[config.mk]
export PLATFORM = sky130hd
export DESIGN_NAME = march_bist_ctrl
export DESIGN_NICKNAME = d
export VERILOG_FILES = /design/src/rtl/march_bist_pkg.sv /design/src/rtl/march_addr_walker.sv /design/src/rtl/march_port_mux.sv /design/src/rtl/march_seq.sv /design/src/rtl/march_bist_ctrl.sv
export SDC_FILE = /design/constraint.sdc
export NUM_CORES = 1
export LEC_CHECK = 0
export BUFFER_PORTS_ARGS = -buffer_cell sky130_fd_sc_hd__buf_2
export CORE_MARGIN = 10
export CORE_UTILIZATION = 57
export CTS_BUF_LIST = sky130_fd_sc_hd__clkbuf_16
export CTS_CLUSTER_SIZE = 8
export DETAILED_ROUTE_END_ITERATION = 7
export GPL_TIMING_DRIVEN = 0
export PLACE_DENSITY = 0.95
export SLEW_MARGIN = 20
export SYNTH_ARGS = -nofsm -noshare
export SYNTH_HDL_FRONTEND = slang
export SYNTH_SLANG_ARGS = --single-unit
[constraint.sdc]
create_clock -name clk -period 3.8 [get_ports clk]
set_input_delay 1.14 -clock clk [delete_from_list [all_inputs] [get_ports clk]]
set_output_delay 1.14 -clock clk [all_outputs]
set_load 0.02 [all_outputs]
[src/rtl/march_bist_pkg.sv]
package march_bist_pkg;

   localparam int MAX_ADDR_W = 8;
   localparam int NUM_ELEMENTS = 3;

   typedef enum logic [3:0] {
      ST_START,
      ST_M0_SEED,
      ST_M0_WR,
      ST_M1_RD,
      ST_M1_WR,
      ST_M2_RD,
      ST_M2_WR,
      ST_ERROR,
      ST_CORRECT
   } march_state_e;

   // Feedback masks for maximal-length shift registers; bit w-1 always set.
   function automatic logic [MAX_ADDR_W-1:0] walker_taps(input int w);
      case (w)
         2: return 8'b0000_0011;
         3: return 8'b0000_0110;
         4: return 8'b0000_1100;
         5: return 8'b0001_0100;
         6: return 8'b0011_0000;
         7: return 8'b0110_0000;
         default: return 8'b1011_1000;
      endcase
   endfunction

endpackage

[src/rtl/march_addr_walker.sv]
module march_addr_walker
   import march_bist_pkg::*;
#(
   parameter int ADDR_W = 6
) (
   input  logic              clk,
   input  logic              rst_n,
   input  logic              load,
   input  logic              step,
   input  logic              dir_down,
   input  logic [ADDR_W-1:0] seed,
   output logic [ADDR_W-1:0] addr
);
   localparam logic [MAX_ADDR_W-1:0] TAPS_FULL = walker_taps(ADDR_W);
   localparam logic [ADDR_W-1:0]     TAPS      = TAPS_FULL[ADDR_W-1:0];

   logic [ADDR_W-1:0] q;
   logic [ADDR_W-1:0] nxt;
   logic              fb_up;
   logic              fb_dn;

   // Zero-detect on the stages that survive the shift inserts the all-zero state.
   assign fb_up = (^(q & TAPS)) ^ ~(|q[ADDR_W-2:0]);
   assign fb_dn = q[0] ^ (^(q[ADDR_W-1:1] & TAPS[ADDR_W-2:0])) ^ ~(|q[ADDR_W-1:1]);

   for (genvar i = 0; i < ADDR_W; i++) begin : g_stage
      logic from_up;
      logic from_dn;
      if (i == 0) begin : g_low
         assign from_up = fb_up;
      end else begin : g_mid_up
         assign from_up = q[i-1];
      end
      if (i == ADDR_W - 1) begin : g_high
         assign from_dn = fb_dn;
      end else begin : g_mid_dn
         assign from_dn = q[i+1];
      end
      assign nxt[i] = dir_down ? from_dn : from_up;
   end

   always_ff @(posedge clk or negedge rst_n) begin
      if (!rst_n)    q <= '0;
      else if (load) q <= seed;
      else if (step) q <= nxt;
   end

   assign addr = q;

   AST_STEP_MOVES: assert property (@(posedge clk) disable iff (!rst_n)
      (step && !load) |=> (addr != $past(addr)));

endmodule

[src/rtl/march_port_mux.sv]
module march_port_mux #(
   parameter int ADDR_W = 6
) (
   input  logic              bist_sel,
   input  logic [ADDR_W-1:0] bist_addr,
   input  logic              bist_we,
   input  logic              bist_wdata,
   input  logic [ADDR_W-1:0] sys_addr,
   input  logic              sys_we,
   input  logic              sys_wdata,
   output logic [ADDR_W-1:0] ram_addr,
   output logic              ram_we,
   output logic              ram_wdata
);
   always_comb begin
      if (bist_sel) begin
         ram_addr  = bist_addr;
         ram_we    = bist_we;
         ram_wdata = bist_wdata;
      end else begin
         ram_addr  = sys_addr;
         ram_we    = sys_we;
         ram_wdata = sys_wdata;
      end
   end
endmodule

[src/rtl/march_seq.sv]
module march_seq
   import march_bist_pkg::*;
#(
   parameter int ADDR_W = 6
) (
   input  logic              clk,
   input  logic              rst_n,
   input  logic              start,
   input  logic [ADDR_W-1:0] addr,
   input  logic              rdata,
   output logic              walk_load,
   output logic              walk_step,
   output logic              walk_down,
   output logic [ADDR_W-1:0] walk_seed,
   output logic              bist_sel,
   output logic              bist_we,
   output logic              bist_wdata,
   output logic              done,
   output logic              pass,
   output logic              fail
);
   localparam logic [ADDR_W-1:0] FIRST_UP = '0;
   localparam logic [ADDR_W-1:0] LAST_UP  = {1'b1, {(ADDR_W-1){1'b0}}};

   march_state_e state_q, state_d;

   always_comb begin
      state_d    = state_q;
      walk_load  = 1'b0;
      walk_step  = 1'b0;
      walk_down  = 1'b0;
      walk_seed  = FIRST_UP;
      bist_we    = 1'b0;
      bist_wdata = 1'b0;
      case (state_q)
         ST_START, ST_ERROR, ST_CORRECT: begin
            if (start) state_d = ST_M0_SEED;
         end
         ST_M0_SEED: begin
            walk_load = 1'b1;
            state_d   = ST_M0_WR;
         end
         ST_M0_WR: begin
            bist_we = 1'b1;
            if (addr == LAST_UP) begin
               walk_load = 1'b1;
               state_d   = ST_M1_RD;
            end else begin
               walk_step = 1'b1;
            end
         end
         ST_M1_RD: state_d = ST_M1_WR;
         ST_M1_WR: begin
            if (rdata != 1'b0) begin
               state_d = ST_ERROR;
            end else begin
               bist_we    = 1'b1;
               bist_wdata = 1'b1;
               if (addr == LAST_UP) begin
                  walk_load = 1'b1;
                  walk_seed = LAST_UP;
                  state_d   = ST_M2_RD;
               end else begin
                  walk_step = 1'b1;
                  state_d   = ST_M1_RD;
               end
            end
         end
         ST_M2_RD: begin
            walk_down = 1'b1;
            state_d   = ST_M2_WR;
         end
         ST_M2_WR: begin
            walk_down = 1'b1;
            if (rdata != 1'b1) begin
               state_d = ST_ERROR;
            end else begin
               bist_we = 1'b1;
               if (addr == FIRST_UP) begin
                  state_d = ST_CORRECT;
               end else begin
                  walk_step = 1'b1;
                  state_d   = ST_M2_RD;
               end
            end
         end
         default: state_d = ST_START;
      endcase
   end

   always_ff @(posedge clk or negedge rst_n) begin
      if (!rst_n) state_q <= ST_START;
      else        state_q <= state_d;
   end

   assign bist_sel = !(state_q inside {ST_START, ST_ERROR, ST_CORRECT});
   assign done     = (state_q == ST_ERROR) || (state_q == ST_CORRECT);
   assign pass     = (state_q == ST_CORRECT);
   assign fail     = (state_q == ST_ERROR);

   AST_STATUS_EXCL: assert property (@(posedge clk) disable iff (!rst_n)
      done |-> (pass ^ fail));

   AST_FAIL_HOLD: assert property (@(posedge clk) disable iff (!rst_n)
      (fail && !start) |=> fail);

   AST_RD_WR_SAME: assert property (@(posedge clk) disable iff (!rst_n)
      (state_q == ST_M1_WR || state_q == ST_M2_WR) |-> $stable(addr));

   AST_M0_FROM_ZERO: assert property (@(posedge clk) disable iff (!rst_n)
      (state_q == ST_M0_WR && $past(state_q) == ST_M0_SEED) |-> (addr == FIRST_UP));

endmodule

[src/rtl/march_bist_ctrl.sv]
module march_bist_ctrl
   import march_bist_pkg::*;
#(
   parameter int ADDR_W = 6
) (
   input  logic              clk,
   input  logic              rst_n,
   input  logic              start,
   input  logic [ADDR_W-1:0] sys_addr,
   input  logic              sys_we,
   input  logic              sys_wdata,
   output logic [ADDR_W-1:0] ram_addr,
   output logic              ram_we,
   output logic              ram_wdata,
   input  logic              ram_rdata,
   output logic              done,
   output logic              pass,
   output logic              fail
);
   if (ADDR_W < 2 || ADDR_W > MAX_ADDR_W) begin : g_bad_width
      $error("march_bist_ctrl: ADDR_W must lie in 2..%0d", MAX_ADDR_W);
   end

   logic              walk_load;
   logic              walk_step;
   logic              walk_down;
   logic [ADDR_W-1:0] walk_seed;
   logic [ADDR_W-1:0] walk_addr;
   logic              bist_sel;
   logic              bist_we;
   logic              bist_wdata;

   march_seq #(.ADDR_W(ADDR_W)) u_seq (
      .clk        (clk),
      .rst_n      (rst_n),
      .start      (start),
      .addr       (walk_addr),
      .rdata      (ram_rdata),
      .walk_load  (walk_load),
      .walk_step  (walk_step),
      .walk_down  (walk_down),
      .walk_seed  (walk_seed),
      .bist_sel   (bist_sel),
      .bist_we    (bist_we),
      .bist_wdata (bist_wdata),
      .done       (done),
      .pass       (pass),
      .fail       (fail)
   );

   march_addr_walker #(.ADDR_W(ADDR_W)) u_walker (
      .clk      (clk),
      .rst_n    (rst_n),
      .load     (walk_load),
      .step     (walk_step),
      .dir_down (walk_down),
      .seed     (walk_seed),
      .addr     (walk_addr)
   );

   march_port_mux #(.ADDR_W(ADDR_W)) u_mux (
      .bist_sel   (bist_sel),
      .bist_addr  (walk_addr),
      .bist_we    (bist_we),
      .bist_wdata (bist_wdata),
      .sys_addr   (sys_addr),
      .sys_we     (sys_we),
      .sys_wdata  (sys_wdata),
      .ram_addr   (ram_addr),
      .ram_we     (ram_we),
      .ram_wdata  (ram_wdata)
   );

endmodule

Yosys cells after proc, flatten, opt, wreduce, memory -nomap -nowiden
Cells that the tools add are included.
{"block": "totals", "register_bits": 10, "in_bits": 12, "elab_cells": 64}
{"block": "op_classes", "n_eq_ne": 11, "muxes": 34, "bitwise": 5, "n_reduce_logical": 12}
{"operator": "$mux 6", "count": 6}
{"operator": "$pmux 4 s7", "count": 1}
{"operator": "$mux 4", "count": 5}
{"operator": "$mux 1", "count": 18}
{"operator": "$eq 4x3->1 const B", "count": 4}
{"operator": "$reduce_or 5->1", "count": 2}
{"operator": "$pmux 1 s3", "count": 3}
{"operator": "$eq 4x2->1 const B", "count": 2}
{"operator": "$eq 6x6->1 const B", "count": 1}
{"operator": "$logic_not 6->1", "count": 1}
{"operator": "$reduce_xor 6->1", "count": 1}
{"operator": "$reduce_xor 5->1", "count": 1}
{"operator": "$eq 4x1->1 const B", "count": 1}
{"operator": "$eq 4x4->1 const B", "count": 1}
{"operator": "$logic_not 4->1", "count": 1}
{"operator": "$mux 3", "count": 1}
{"operator": "$reduce_bool 3->1", "count": 1}
{"operator": "$reduce_or 3->1", "count": 1}
{"operator": "$xor 1x1->1", "count": 3}
{"operator": "$ne 2x1->1 const B", "count": 1}
{"operator": "$ne 2x2->1 const B", "count": 1}
{"operator": "$not 1->1", "count": 2}
{"operator": "$reduce_and 2->1", "count": 1}
{"operator": "$reduce_bool 2->1", "count": 1}
{"operator": "2 further kinds", "count": 2}

Logic depth before layout (Yosys ltp)
{"block": "logic_depth", "depth_word": 6, "mapped_depth": 7, "ltp_nobuf": 7}

Modules after synthesis
Synthesis repeated with hierarchy kept, for this count alone.
{"block": "hier_totals", "cells_unflattened": 115, "hier_area_um2": 993.5}
{"module": "march_seq", "n_inst": 1, "cells_each": 62, "area_per_inst_um2": 456.7}
{"module": "march_addr_walker", "n_inst": 1, "cells_each": 44, "area_per_inst_um2": 405.4}
{"module": "march_port_mux", "n_inst": 1, "cells_each": 9, "area_per_inst_um2": 131.4}

Worst setup path after synthesis
Ideal clock, no wire load.
{"block": "synth_path", "kind": "input -> output", "startpoint": "input port ram_rdata", "endpoint": "output port ram_we", "t_arrival_ns": 2.209, "t_required_ns": 2.660, "setup_slack_ns": 0.451, "path_stages": 4, "path_buffers": 0, "cell_sequence": "or3b_1 a21oi_1 a21oi_1 o21ai_0"}
{"block": "synth_via", "elab_chain_cells": 3, "word_cells_on_any_way": 4}
{"element": "start: declaration", "line": "march_bist_ctrl.sv:15", "text": "input logic ram_rdata,"}
{"element": "$mux 1 (on tied branches)", "line": "march_seq.sv:75, march_seq.sv:54"}
{"element": "$pmux 1 s3 *", "line": "march_seq.sv:35", "text": "case (state_q)"}
{"element": "$mux 1 *", "line": "march_port_mux.sv:16", "text": "if (bist_sel) begin"}
{"element": "end: declaration", "line": "march_bist_ctrl.sv:13", "text": "output logic ram_we,"}
Every way passes the cells marked *; elsewhere a longest branch is shown, timed or not.

Final worst setup path
Same ends and word-level chain as after synthesis.

==> flow_summary.toml <==
[yosys]
ys_seq_area_frac = 0.256
synth.most_common_cell = "dfrtp_1"
synth-xor-area-share = 0.00895
synth_top_family_by_area = "compound AO/OA/AOI/OAI gates"
synth_nets = 124
synthArstFlopShare = 1.00
synth_top_cell_area_share = 0.256
synthesis.area_um2 = 978
synth_common_cells = "dfrtp_1 (10), nand2_1 (9), nor2_1 (9)"
yosysUniqueCellTypes = 47
yosysTopAreaCell = "dfrtp_1"
avgSynthCellArea_um2 = 8.89
synthTopCellsByArea = "dfrtp_1 (26%), a211oi_2 (6.4%), mux2_1 (5.8%)"
synth_top_flop_cell = "dfrtp_1"
synth_edf_count = 0
ys_seq_elements = 10
synthMuxAreaShare = 0.110
synth_compound_gate_area_share = 0.277
synth_fa_ha_area_frac = 0.0256
yosys.area_share.simple = 0.269
yosys_warnings = 0
syn_inst = 110

[pwr]
combPwrFrac = 0.658
p_clk_frac = 0.143
p_sw_frac = 0.481
leakagePower_nw = 0.515
p_per_area_nw_per_um2 = 1070
cell_internal_pwr_mw = 0.662
switchingPower_mw = 0.613
peakVddDrop_mv = 0.633
power_frac_seq = 0.198
totalPowerFinal_mw = 1.27

[clocking]
cts_resized = 0
htreeDepth = 1
clkSinkCount = 10
ctsHoldBuffers = 0
clockBufferDepth = 2
worstSkewPairLatency_ns = 0.23
cts_made_buffers = 3
cts_setup_buffers = 0
cts_tree = "yes"
root_buffer = "clkbuf_16"
clk_pin_slew_worst_paths_ns = 0.04

[timing]
setup_violations = 0
clock_skew_ns = 0.00109
timing.final.ws_setup_ns = 0.454
slew_viol_final = 0
slew_headroom = 0.672
tns_ns = 0
hold_violations = 0
fin_crit_sh = 0.880
grt_setup_unrepaired = "no"
fmax_ghz = 0.299
min_period_ns = 3.35
worstMarginPinSlew_ns = 0.487

[critical_path]
cp.required_ns = 2.66
cp_slowest_stage_delay_ns = 0.41
startpoint_type = "input port"
path_cells = "buf_2 -> or3b_1 -> a21oi_1 -> a21oi_1 -> o21ai_0 -> buf_2"
path_max_fanout = 9
worstSetupPathType = "input port to primary output"
slowest_stage = "or3b_1"
cp-end-kind = "primary output"
worstPathArrival_ns = 2.21

[global_routing]
grtUsageTotal = 0.137
globalRouteOverflowTotal = 0
grt_pass1_vias = 843
grt_max_degree = 11
grt_antenna_before_repair = 0
grt_pass1_wl_um = 3920

[floorplan]
ios = 23
core-area_um2 = 1560
initial_core_util = 0.628
die_x_um = 61.4
rows = 14
die_h_um = 61.4
dieArea_um2 = 3770

[place]
dp_slack_ns = 0.451
place_congestion = 0.836
dpl.hpwl_um = 1930
portBuffers = 22

[detailed_routing]
firstDrtPassIters = 4
via_count = 945
drt_iter0_drc = 30
drc = 0
wirelength_um = 2460
avgRoutedWirePerCell_um = 16.2
viasPerCell = 6.22
ant_nets = 0

[min_path]
min_path_type = "flop to flop"

[final_layout]
layout.nets = 151
area_delta_synth_final_pct = 21.4
drive_gt1_frac = 0.346
diodes = 0

[run_status]
status = "finished, final reports clean"

[flow_run]
drv_cap = 0
[through the flow]
step | hold slack, ns | instance area (um^2) | std cells | util
5_1_grt | 0.725 | 1190 | 152 | 0.762
6_report | 0.675 | 1190 | 152 | 0.762
3_3_place_gp | 0.661 | 1110 | 148 | 0.711
3_5_place_dp | 0.665 | 1110 | 148 | 0.711
2_1_floorplan | 0.604 | 978 | 110 | -
4_1_cts | 0.671 | 1190 | 152 | 0.762
[power groups by stage]
| stage | combinational [mW] | clock (mW) | sequential [mW] |
|---|---|---|---|
| final | 0.839 | 0.182 | 0.253 |
| after global routing | 0.916 | 0.192 | 0.259 |
| after CTS | 0.843 | 0.185 | 0.247 |
| after detailed placement | 0.834 | 0 | 0.247 |
| after global placement | 0.807 | 0 | 0.242 |
| after floorplan | 0.664 | 0 | 0.224 |
[routing by layer]
metal	vias up	share of wire	global-route usage
li1	460	-	-
met1	443	0.43	0.166
met2	33	0.47	0.216
met3	9	0.067	0.0309
met4	0	0.032	0.0828
met5	-	0	0
[placed cells by master (no fill, tap or decap), drive strengths merged, types with 4 or more instances in the layout]
master  synthesis  routed
buf             3      25
nor2           14      14
dfrtp          10      10
nand2           9       9
clkbuf          4       7
mux2            6       6
o21ai           6       6
nand2b          5       5
a211oi          5       5
inv             4       4
mux2i           4       4
a21oi           4       4
[state kept, by name (all words and copies together), names as in the netlist]
signal	flops
u_walker.addr	6
u_seq.state_q	4
[cells by family after synthesis]
logic type | count (synthesis)
AND/OR/NAND/NOR | 45
AO/OA/AOI/OAI | 31
buffers and inverters | 11
multiplexers | 10
flip-flops | 10
adder cells (fa/ha/maj) | 2
XOR/XNOR | 1
[cell type report]
type,instances,area [um^2]
Fill cell,103,372
Clock buffer,3,75.1
Buffer,7,37.5
Sequential cell,10,250
Clock inverter,1,3.75
Timing Repair Buffer,22,110
Tap cell,16,20.0
Inverter,4,15.0
Multi-Input combinational cell,89,676
[critical path: cells and delay by family]
family                 cells  cell delay [ns]
AO/OA/AOI/OAI              3             0.33
AND/OR/NAND/NOR            1             0.41
buffers and inverters      2             0.32
[path summary, 6_finish.rpt]
check                                  from          endpoint  slack [ns]  cells past startpoint
max                               ram_rdata            ram_we        0.45                      6
min                        u_seq.state_q[3]  u_seq.state_q[2]        0.67                      2
max reg2reg                u_seq.state_q[1]  u_walker.addr[5]        1.89                      6
min reg2reg                u_seq.state_q[3]  u_seq.state_q[2]        0.67                      2
max in group asynchronous             rst_n  u_walker.addr[1]        2.87                      1
min in group asynchronous             rst_n  u_seq.state_q[1]        0.75                      1
Note: power is estimated with default switching activity, not from simulation.
